<file path="src/rtl/gpio_irq_pkg.sv">
package gpio_irq_pkg;

  localparam int STY_W  = 3;
  localparam int ADDR_W = 5;
  localparam int DATA_W = 32;

  typedef enum logic [STY_W-1:0] {
    STY_LVL_HI = 3'd0,
    STY_LVL_LO = 3'd1,
    STY_RISE   = 3'd2,
    STY_FALL   = 3'd3,
    STY_ANY    = 3'd4
  } sty_e;

  // word index = byte address [4:2]
  localparam logic [2:0] REG_DOUT   = 3'd0;
  localparam logic [2:0] REG_OEN    = 3'd1;
  localparam logic [2:0] REG_DIN    = 3'd2;
  localparam logic [2:0] REG_STAT   = 3'd3;
  localparam logic [2:0] REG_STY_LO = 3'd4;
  localparam logic [2:0] REG_STY_HI = 3'd5;
  localparam logic [2:0] REG_CLKC   = 3'd6;
  localparam logic [2:0] REG_DBSEL  = 3'd7;

endpackage

</file>
<file path="src/rtl/gpio_sync.sv">
module gpio_sync #(
  parameter int W      = 16,
  parameter int STAGES = 2
) (
  input  logic         clk,
  input  logic         rst,
  input  logic [W-1:0] d,
  output logic [W-1:0] q
);

  logic [STAGES-1:0][W-1:0] chain_q;

  always_ff @(posedge clk) begin
    if (rst) begin
      chain_q <= '0;
    end else begin
      chain_q[0] <= d;
      for (int s = 1; s < STAGES; s++) begin
        chain_q[s] <= chain_q[s-1];
      end
    end
  end

  assign q = chain_q[STAGES-1];

endmodule

</file>
<file path="src/rtl/gpio_evt.sv">
module gpio_evt
  import gpio_irq_pkg::*;
#(
  parameter int LINES = 16
) (
  input  logic                        clk,
  input  logic                        rst,
  input  logic [LINES-1:0]            smp,
  input  logic [LINES-1:0][STY_W-1:0] sty,
  output logic [LINES-1:0]            evt
);

  logic [LINES-1:0] prev_q;

  always_ff @(posedge clk) begin
    if (rst) prev_q <= '0;
    else     prev_q <= smp;
  end

  generate
    for (genvar g = 0; g < LINES; g++) begin : g_line
      logic rise, fall, hit;

      always_comb begin
        rise = smp[g] & ~prev_q[g];
        fall = ~smp[g] & prev_q[g];
        case (sty[g])
          STY_LVL_HI: hit = smp[g];
          STY_LVL_LO: hit = ~smp[g];
          STY_RISE:   hit = rise;
          STY_FALL:   hit = fall;
          STY_ANY:    hit = rise | fall;
          default:    hit = 1'b0;
        endcase
      end

      assign evt[g] = hit;

      AST_DISABLED_SILENT: assert property (@(posedge clk) disable iff (rst)
        (sty[g] > 3'd4) |-> !evt[g]);
    end
  endgenerate

endmodule

</file>
<file path="src/rtl/gpio_irq_ctrl.sv">
module gpio_irq_ctrl
  import gpio_irq_pkg::*;
#(
  parameter int NUM_LINES   = 16,
  parameter int IRQ_LINES   = 13,
  parameter int SYNC_STAGES = 2
) (
  input  logic              clk,
  input  logic              rst,
  input  logic [ADDR_W-1:0] bus_addr,
  input  logic              bus_wr,
  input  logic              bus_rd,
  input  logic [DATA_W-1:0] bus_wdata,
  output logic [DATA_W-1:0] bus_rdata,
  input  logic [NUM_LINES-1:0] pin_in,
  output logic [NUM_LINES-1:0] pin_out,
  output logic [NUM_LINES-1:0] pin_oe_n,
  output logic [IRQ_LINES-1:0] irq_out
);

  localparam int LPS = 8; // lines per style register

  logic [2:0]                      word;
  logic                            aligned, wr_ok, rd_ok, wr_sty;
  logic [NUM_LINES-1:0]            dout_q, oen_q, stat_q, stat_clr;
  logic [NUM_LINES-1:0][STY_W-1:0] sty_q;
  logic [DATA_W-1:0]               clkc_q, dbs_q, rd_val;
  logic [NUM_LINES-1:0]            smp, evt;

  assign word    = bus_addr[4:2];
  assign aligned = (bus_addr[1:0] == 2'b00);
  assign wr_ok   = bus_wr & aligned;
  assign rd_ok   = bus_rd & aligned;
  assign wr_sty  = wr_ok & ((word == REG_STY_LO) | (word == REG_STY_HI));

  gpio_sync #(.W(NUM_LINES), .STAGES(SYNC_STAGES)) u_sync (
    .clk(clk), .rst(rst), .d(pin_in), .q(smp)
  );

  gpio_evt #(.LINES(NUM_LINES)) u_evt (
    .clk(clk), .rst(rst), .smp(smp), .sty(sty_q), .evt(evt)
  );

  assign stat_clr = (wr_ok && word == REG_STAT) ? bus_wdata[NUM_LINES-1:0] : '0;

  always_ff @(posedge clk) begin
    if (rst) begin
      dout_q <= '0;
      oen_q  <= '1;
      sty_q  <= '0;
      clkc_q <= '0;
      dbs_q  <= '0;
      stat_q <= '0;
    end else begin
      stat_q <= (stat_q & ~stat_clr) | evt;
      if (wr_ok) begin
        case (word)
          REG_DOUT:  dout_q <= bus_wdata[NUM_LINES-1:0];
          REG_OEN:   oen_q  <= bus_wdata[NUM_LINES-1:0];
          REG_CLKC:  clkc_q <= bus_wdata;
          REG_DBSEL: dbs_q  <= bus_wdata;
          default: ;
        endcase
      end
      for (int i = 0; i < NUM_LINES; i++) begin
        if (wr_sty && (i / LPS) == int'(word[0])) begin
          sty_q[i] <= bus_wdata[(i % LPS)*STY_W +: STY_W];
        end
      end
    end
  end

  always_comb begin
    rd_val = '0;
    case (word)
      REG_DOUT:  rd_val[NUM_LINES-1:0] = dout_q;
      REG_OEN:   rd_val[NUM_LINES-1:0] = oen_q;
      REG_DIN:   rd_val[NUM_LINES-1:0] = smp;
      REG_STAT:  rd_val[NUM_LINES-1:0] = stat_q;
      REG_STY_LO, REG_STY_HI: begin
        for (int i = 0; i < NUM_LINES; i++) begin
          if ((i / LPS) == int'(word[0])) begin
            rd_val[(i % LPS)*STY_W +: STY_W] = sty_q[i];
          end
        end
      end
      REG_CLKC:  rd_val = clkc_q;
      REG_DBSEL: rd_val = dbs_q;
      default:   rd_val = '0;
    endcase
  end

  always_ff @(posedge clk) begin
    if (rst)        bus_rdata <= '0;
    else if (rd_ok) bus_rdata <= rd_val;
  end

  assign pin_out  = dout_q;
  assign pin_oe_n = oen_q;
  assign irq_out  = stat_q[IRQ_LINES-1:0];

  AST_W1C_CLEARS: assert property (@(posedge clk) disable iff (rst)
    (wr_ok && word == REG_STAT) |=>
      ((stat_q & $past(bus_wdata[NUM_LINES-1:0] & ~evt)) == '0));

  AST_STAT_STICKY: assert property (@(posedge clk) disable iff (rst)
    !(wr_ok && word == REG_STAT) |=>
      ((stat_q & $past(stat_q)) == $past(stat_q)));

  generate
    for (genvar g = 0; g < NUM_LINES; g++) begin : g_chk
      AST_LEVEL_RESETS: assert property (@(posedge clk) disable iff (rst)
        (sty_q[g] == 3'd0 && smp[g]) |=> stat_q[g]);
      AST_LEVEL_LO_RESETS: assert property (@(posedge clk) disable iff (rst)
        (sty_q[g] == 3'd1 && !smp[g]) |=> stat_q[g]);
    end
  endgenerate

endmodule

</file>
<file path="config.mk">
export PLATFORM = sky130hd
export DESIGN_NAME = gpio_irq_ctrl
export DESIGN_NICKNAME = d
export VERILOG_FILES = /design/src/rtl/gpio_irq_pkg.sv /design/src/rtl/gpio_sync.sv /design/src/rtl/gpio_evt.sv /design/src/rtl/gpio_irq_ctrl.sv
export SDC_FILE = /design/constraint.sdc
export NUM_CORES = 1
export LEC_CHECK = 0
export ABC_AREA = 1
export ABC_CLOCK_PERIOD_IN_PS = 3400
export BUFFER_PORTS_ARGS = -buffer_cell sky130_fd_sc_hd__buf_2
export CAP_MARGIN = 20
export CORE_UTILIZATION = 63
export CTS_CLUSTER_DIAMETER = 80
export DETAILED_ROUTE_END_ITERATION = 8
export GPL_TIMING_DRIVEN = 0
export PLACE_DENSITY = 0.86
export SETUP_SLACK_MARGIN = 0.02
export SLEW_MARGIN = 20
export SYNTH_ARGS = -nofsm -noshare
export SYNTH_HDL_FRONTEND = slang
export SYNTH_SLANG_ARGS = --single-unit
</file>
<file path="constraint.sdc">
create_clock -name clk -period 3.4 [get_ports clk]
set_clock_uncertainty 0.1 [all_clocks]
set_input_delay 0.68 -clock clk [delete_from_list [all_inputs] [get_ports clk]]
set_output_delay 0.68 -clock clk [all_outputs]
set_load 0.005 [all_outputs]
</file>
Word level (Yosys, flattened, before mapping)
Index checks and enable logic that the tools add are counted.
{ "word_totals": {"inputBits": 57, "output_inout_bits": 77, "elab_cells": 238, "reg_bits": 240} }
{ "op_classes": {"muxes": 28, "n_eq_ne": 71, "n_reduce_logical": 26, "bitwise_logic": 88} }
{ "ops": {"columns": ["op", "n"], "rows": [
  ["$pmux 16 s7", 1],
  ["$eq 3x2->1 const B", 34],
  ["$pmux 1 s5", 16],
  ["$eq 3x3->1 const B", 20],
  ["$eq 3x1->1 const B", 17],
  ["$logic_not 3->1", 17],
  ["$and 1x1->1", 35],
  ["$not 1->1", 33],
  ["$mux 3", 8],
  ["$pmux 8 s3", 1],
  ["$or 1x1->1", 17],
  ["$and 16x16->16", 1],
  ["$mux 16", 1],
  ["$not 16->16", 1],
  ["$or 16x16->16", 1],
  ["$pmux 8 s2", 1],
  ["$reduce_and 2->1", 4],
  ["$logic_and 1x1->1", 3],
  ["$logic_not 2->1", 1],
  ["$reduce_or 2->1", 1]
]} }

Depth between registers and ports, before layout
{ "depth": {"ltp_word": 7, "ltp_mapped": 11, "depth_no_buf": 9} }

Modules after synthesis
Synthesis repeated with hierarchy kept, for this count alone.
{ "unflattened": {"hier_cells": 1674, "area_unflattened_um2": 11429.7} }
{ "by_module_without_submodules": {"columns": ["mod", "area_per_inst_um2", "seq_area_each_um2", "n_inst", "cells_per_inst"], "rows": [
  ["gpio_irq_ctrl", 8314.2, 3843.7, 1, 1180],
  ["gpio_evt", 2080.7, 320.3, 1, 379],
  ["gpio_sync", 1034.7, 640.6, 1, 115]
]} }

Worst setup path before layout
Ideal clock, no wire load.
{ "synth_timing": {"path_kind": "input-to-reg", "startpoint": "in bus_addr[2]", "endpoint": "reg bus_rdata[14]", "path_buffers": 3, "arrival_time_ns": 1.646, "setup_ns": 0.132, "stages": 11, "slack_ns": 1.522, "required_ns": 3.168, "cell_sequence": "buf_2 -> inv_2 -> buf_4 -> buf_2 -> nand2_1 -> nand3_1 -> nand2_1 -> nor2_1 -> nand2_1 -> nand2_1 -> a21oi_1"} }
{ "synth_between": {"elab_chain_len": 3, "word_cells_on_any_way": 11, "classes_between": "7 x eq/ne; 2 x mux; 2 x reduce/logical"} }
{ "synth_rtl": {"columns": ["item", "line", "rtl"], "rows": [
  ["start, declared", "gpio_irq_ctrl.sv:10", "input logic [ADDR_W-1:0] bus_addr,"],
  ["$eq 3x3->1", "gpio_irq_ctrl.sv:75", "case (word)"],
  ["$reduce_or 2->1", "gpio_irq_ctrl.sv:75", null],
  ["$pmux 16 s7 *", "gpio_irq_ctrl.sv:75", null],
  ["end signal, assigned", "gpio_irq_ctrl.sv:95", "else if (rd_ok) bus_rdata <= rd_val;"],
  ["end, declared", "gpio_irq_ctrl.sv:14", "output logic [DATA_W-1:0] bus_rdata,"]
]} }
Mark *: on every way between the ends. The rest lies on a longest branch, timed or not.
A chain may end at the register's enable or synchronous reset.

Worst setup path after layout
{ "layout_timing": {"startpoint": "in rst", "endpoint": "reg stat_q[11]"} }
{ "layout_rtl": {"columns": ["item", "line", "rtl"], "rows": [
  ["start, declared", "gpio_irq_ctrl.sv:9", "input logic rst,"],
  ["end signal, assigned", "gpio_irq_ctrl.sv:55", "stat_q <= (stat_q & ~stat_clr) | evt;"],
  ["end, declared", "gpio_irq_ctrl.sv:25", "logic [NUM_LINES-1:0] dout_q, oen_q, stat_q, stat_clr;"]
]} }
No word-level cell between the ends.

==> summary.md <==
| Metric | Value |
|---|---|
| Transition time at the pin with the least slew margin | `0.924 ns` |
| Max-slew violation total from the final report | `0` |
| Quantity of I/O buffers inserted on ports | `130` |
| Area overhead of the layout relative to synthesis | `16.3%` |
| Final total negative setup slack | `0 ns` |
| Number of global-route vias before repair | `10500` |
| CTS tree | `done` |
| Clock group share of total power | `0.452` |
| Vias after detailed routing | `11300` |
| Remaining Overflow, GRT | `0` |
| Final #Nets | `1757` |
| WL/cell | `18.9 µm` |
| Library cells used by synthesis | `24` |
| Ordered list of cells on the worst path | `clkbuf_1 > clkinv_1 > buf_2 > buf_1 > nand2_1 > inv_1` |
| Global-route usage over all layers | `0.405` |
| CP Data Arrival Time | `2.49 ns` |
| First-pass GRT wire length | `55600 µm` |
| Length of the first detailed-routing pass in iterations | `6` |
| Clock H-tree levels | `1` |
| Worst slew slack as a fraction of its limit | `0.384` |
| Average via count per standard cell | `5.95` |
| Skew-Pair Late Insertion Delay | `0.54 ns` |
| Startpoint types | `input port` |
| Share of the core filled with cells | `0.758` |
| IO Count | `134` |
| Endpoint class of the critical path | `flip-flop` |
| RSZ-0062 raised after global routing | `no` |
| Most common cell after layout, fill and taps aside | `sky130_fd_sc_hd__nand2_1` |
| Number of hold violations in the final report | `0` |
| Fraction of power spent switching nets | `0.254` |
| Minimum clock period after layout | `2.16 ns` |
| Maximum cell stage delay along the critical path | `0.49 ns` |
| Post-route worst setup slack | `1.24 ns` |
| Number of instances in the synthesized netlist | `1511` |
| Critical-path maximum fanout | `10` |
| Yosys warning total | `0` |
| Leak | `0.00607 µW` |
| Area after DPL | `11800 µm²` |
| Internal Power | `4750 µW` |
| #FFs+latches synth | `240` |
| Final antenna diode count | `0` |
| Required time at the worst-slack endpoint | `3.73 ns` |
| Portion of the post-synthesis area used by sequential elements | `0.441` |
| Largest net degree at the start of global routing | `15` |
| Die area | `17800 µm²` |
| Pwr Density | `502 nW/µm²` |
| PostCTS Resize Cnt | `0` |
| Mean area per synthesized cell | `7.21 µm²` |
| Class of the most critical hold timing path | `input port to flip-flop` |
| HPWL after detailed placement | `26500 µm` |
| Final Cell Area | `12700 µm²` |
| Netlist area before placement | `10900 µm²` |
| Portion of total power attributed to combinational logic | `0.087` |
| Sequential share of power | `0.462` |
| Worst-path clk slew | `0.06 ns` |
| Status | `finished, final reports clean` |
| Post-route fraction of the period consumed by the critical path | `0.637` |
| Fmax | `462 MHz` |
| Die extent in x | `133 µm` |
| Net Switching | `1620 µW` |
| GP Congestion | `1.01` |
| CTS sink count | `240` |
| Cell with the biggest individual delay on the critical path | `sky130_fd_sc_hd__clkinv_1` |
| Starting utilization of the core area | `0.652` |
| Total routed wirelength | `36100 µm` |
| Initial DRC Count | `1101` |
| Worst setup path class | `input port to flip-flop` |
| Final setup vio count | `0` |
| Commonest cells after routing, fill and taps aside | `sky130_fd_sc_hd__nand2_1 (263), sky130_fd_sc_hd__dfxtp_1 (240), sky130_fd_sc_hd__inv_1 (196)` |
| Synthesized Nets | `1600` |
| Core area | `16700 µm²` |
| Cell Rows | `47` |
| Root buffer cell | `sky130_fd_sc_hd__clkbuf_16` |
| Fraction of layout instances using a drive strength above 1 | `0.147` |
| Post-route DRC | `0` |
| Worst supply voltage drop on vdd | `0.496 mV` |
| Setup bufs post-CTS | `0` |
| Hold-fix buffer count after cts | `0` |
| Number of max-cap violations | `0` |
| Routed Antenna Nets | `0` |
| Num CTS Buffers | `25` |
| Die Span Y | `133 µm` |
| Worst setup slack after placement | `0.796 ns` |
| Antenna violations before repair | `0` |
| Maximum count of clock buffers along a single path | `3` |
[logic make-up after synthesis]
logic type                 Yosys count  synth area share
AOI/OAI and AO/OA                  361             0.173
adders and majority gates           32            0.0368
buffers and inverters              311             0.122
DFF                                240             0.441
and+or+nand+nor                    567             0.227
[power by group through the flow]
stage / clock, µW / combinational, µW / sequential [µW]
6_report: 2870 / 551 / 2940
5_1_grt: 2960 / 598 / 2940
4_1_cts: 2850 / 533 / 2930
3_5_place_dp: 0 / 527 / 2990
3_3_place_gp: 0 / 516 / 2990
2_1_floorplan: 0 / 317 / 2970
[stage by stage]
step / std cells / hold slack, ns / total power [µW]
2_1_floorplan: 1511 / 0.288 / 3290
3_3_place_gp: 1861 / 0.289 / 3510
3_5_place_dp: 1861 / 0.295 / 3520
4_1_cts: 1905 / 0.244 / 6310
5_1_grt: 1905 / 0.252 / 6500
6_report: 1905 / 0.248 / 6360
[flip-flops by register name, summed over array words and instances (netlist names), 32 cells and up]
| register | cells |
|---|---|
| bus_rdata | 32 |
| clkc_q | 32 |
| dbs_q | 32 |
| sty_q | 48 |
[area by class of cell]
cell class                      instances  area [µm²]
Timing Repair Buffer                  130         651
Inverter                              203         762
Buffer                                108         566
Multi-Input combinational cell        960        4760
Fill cell                            1322        4040
Clock inverter                         16         189
Sequential cell                       240        4800
Tap cell                              220         275
Clock buffer                           28         657
[critical path: cells and delay by family]
kind | cells | cell delay, ns
buf+inv | 5 | 1.60
simple gates | 1 | 0.20
[path summary, 6_finish.rpt]
path,end,depth (start not counted),from,slack (ns)
worst min-delay path,u_sync.chain_q[15],3,pin_in[15],0.25
worst max register to register,stat_q[14],8,u_sync.q[14],1.85
worst min register to register,u_sync.q[13],2,u_sync.chain_q[13],0.30
worst max-delay path,stat_q[11],6,rst,1.24
[cell usage after synthesis]
library cell,instances,area [µm²]
sky130_fd_sc_hd__ha_1,32,400
sky130_fd_sc_hd__nand3_4,2,35.0
sky130_fd_sc_hd__dfxtp_1,240,4800
sky130_fd_sc_hd__o221ai_1,8,70.1
sky130_fd_sc_hd__nand4_1,71,444
sky130_fd_sc_hd__nor2_1,144,541
sky130_fd_sc_hd__buf_6,4,45.0
sky130_fd_sc_hd__buf_1,9,33.8
sky130_fd_sc_hd__buf_2,32,160
sky130_fd_sc_hd__inv_2,6,22.5
sky130_fd_sc_hd__nor3_2,1,10.0
sky130_fd_sc_hd__clkinv_1,1,3.75
sky130_fd_sc_hd__o21ai_1,39,195
sky130_fd_sc_hd__o211ai_1,19,143
sky130_fd_sc_hd__nor2_4,3,33.8
sky130_fd_sc_hd__nand2_1,263,987
sky130_fd_sc_hd__nand3_2,1,10.0
sky130_fd_sc_hd__nand3_1,81,405
sky130_fd_sc_hd__o21ai_0,150,751
sky130_fd_sc_hd__a21oi_1,145,726
sky130_fd_sc_hd__nor2_2,1,6.26
sky130_fd_sc_hd__buf_4,24,180
sky130_fd_sc_hd__inv_1,196,736
sky130_fd_sc_hd__clkbuf_1,39,146
[routing by layer]
| metal | up-vias | routed length (µm) | global-route usage |
|---|---|---|---|
| met3 | 160 | 4140 | 0.0746 |
| met1 | 5227 | 13800 | 0.524 |
| met4 | 0 | 2040 | 0.210 |
| met5 | - | 0 | 0 |
| met2 | 706 | 16200 | 0.647 |
| li1 | 5236 | - | - |
(Power assumes the default switching activity.)
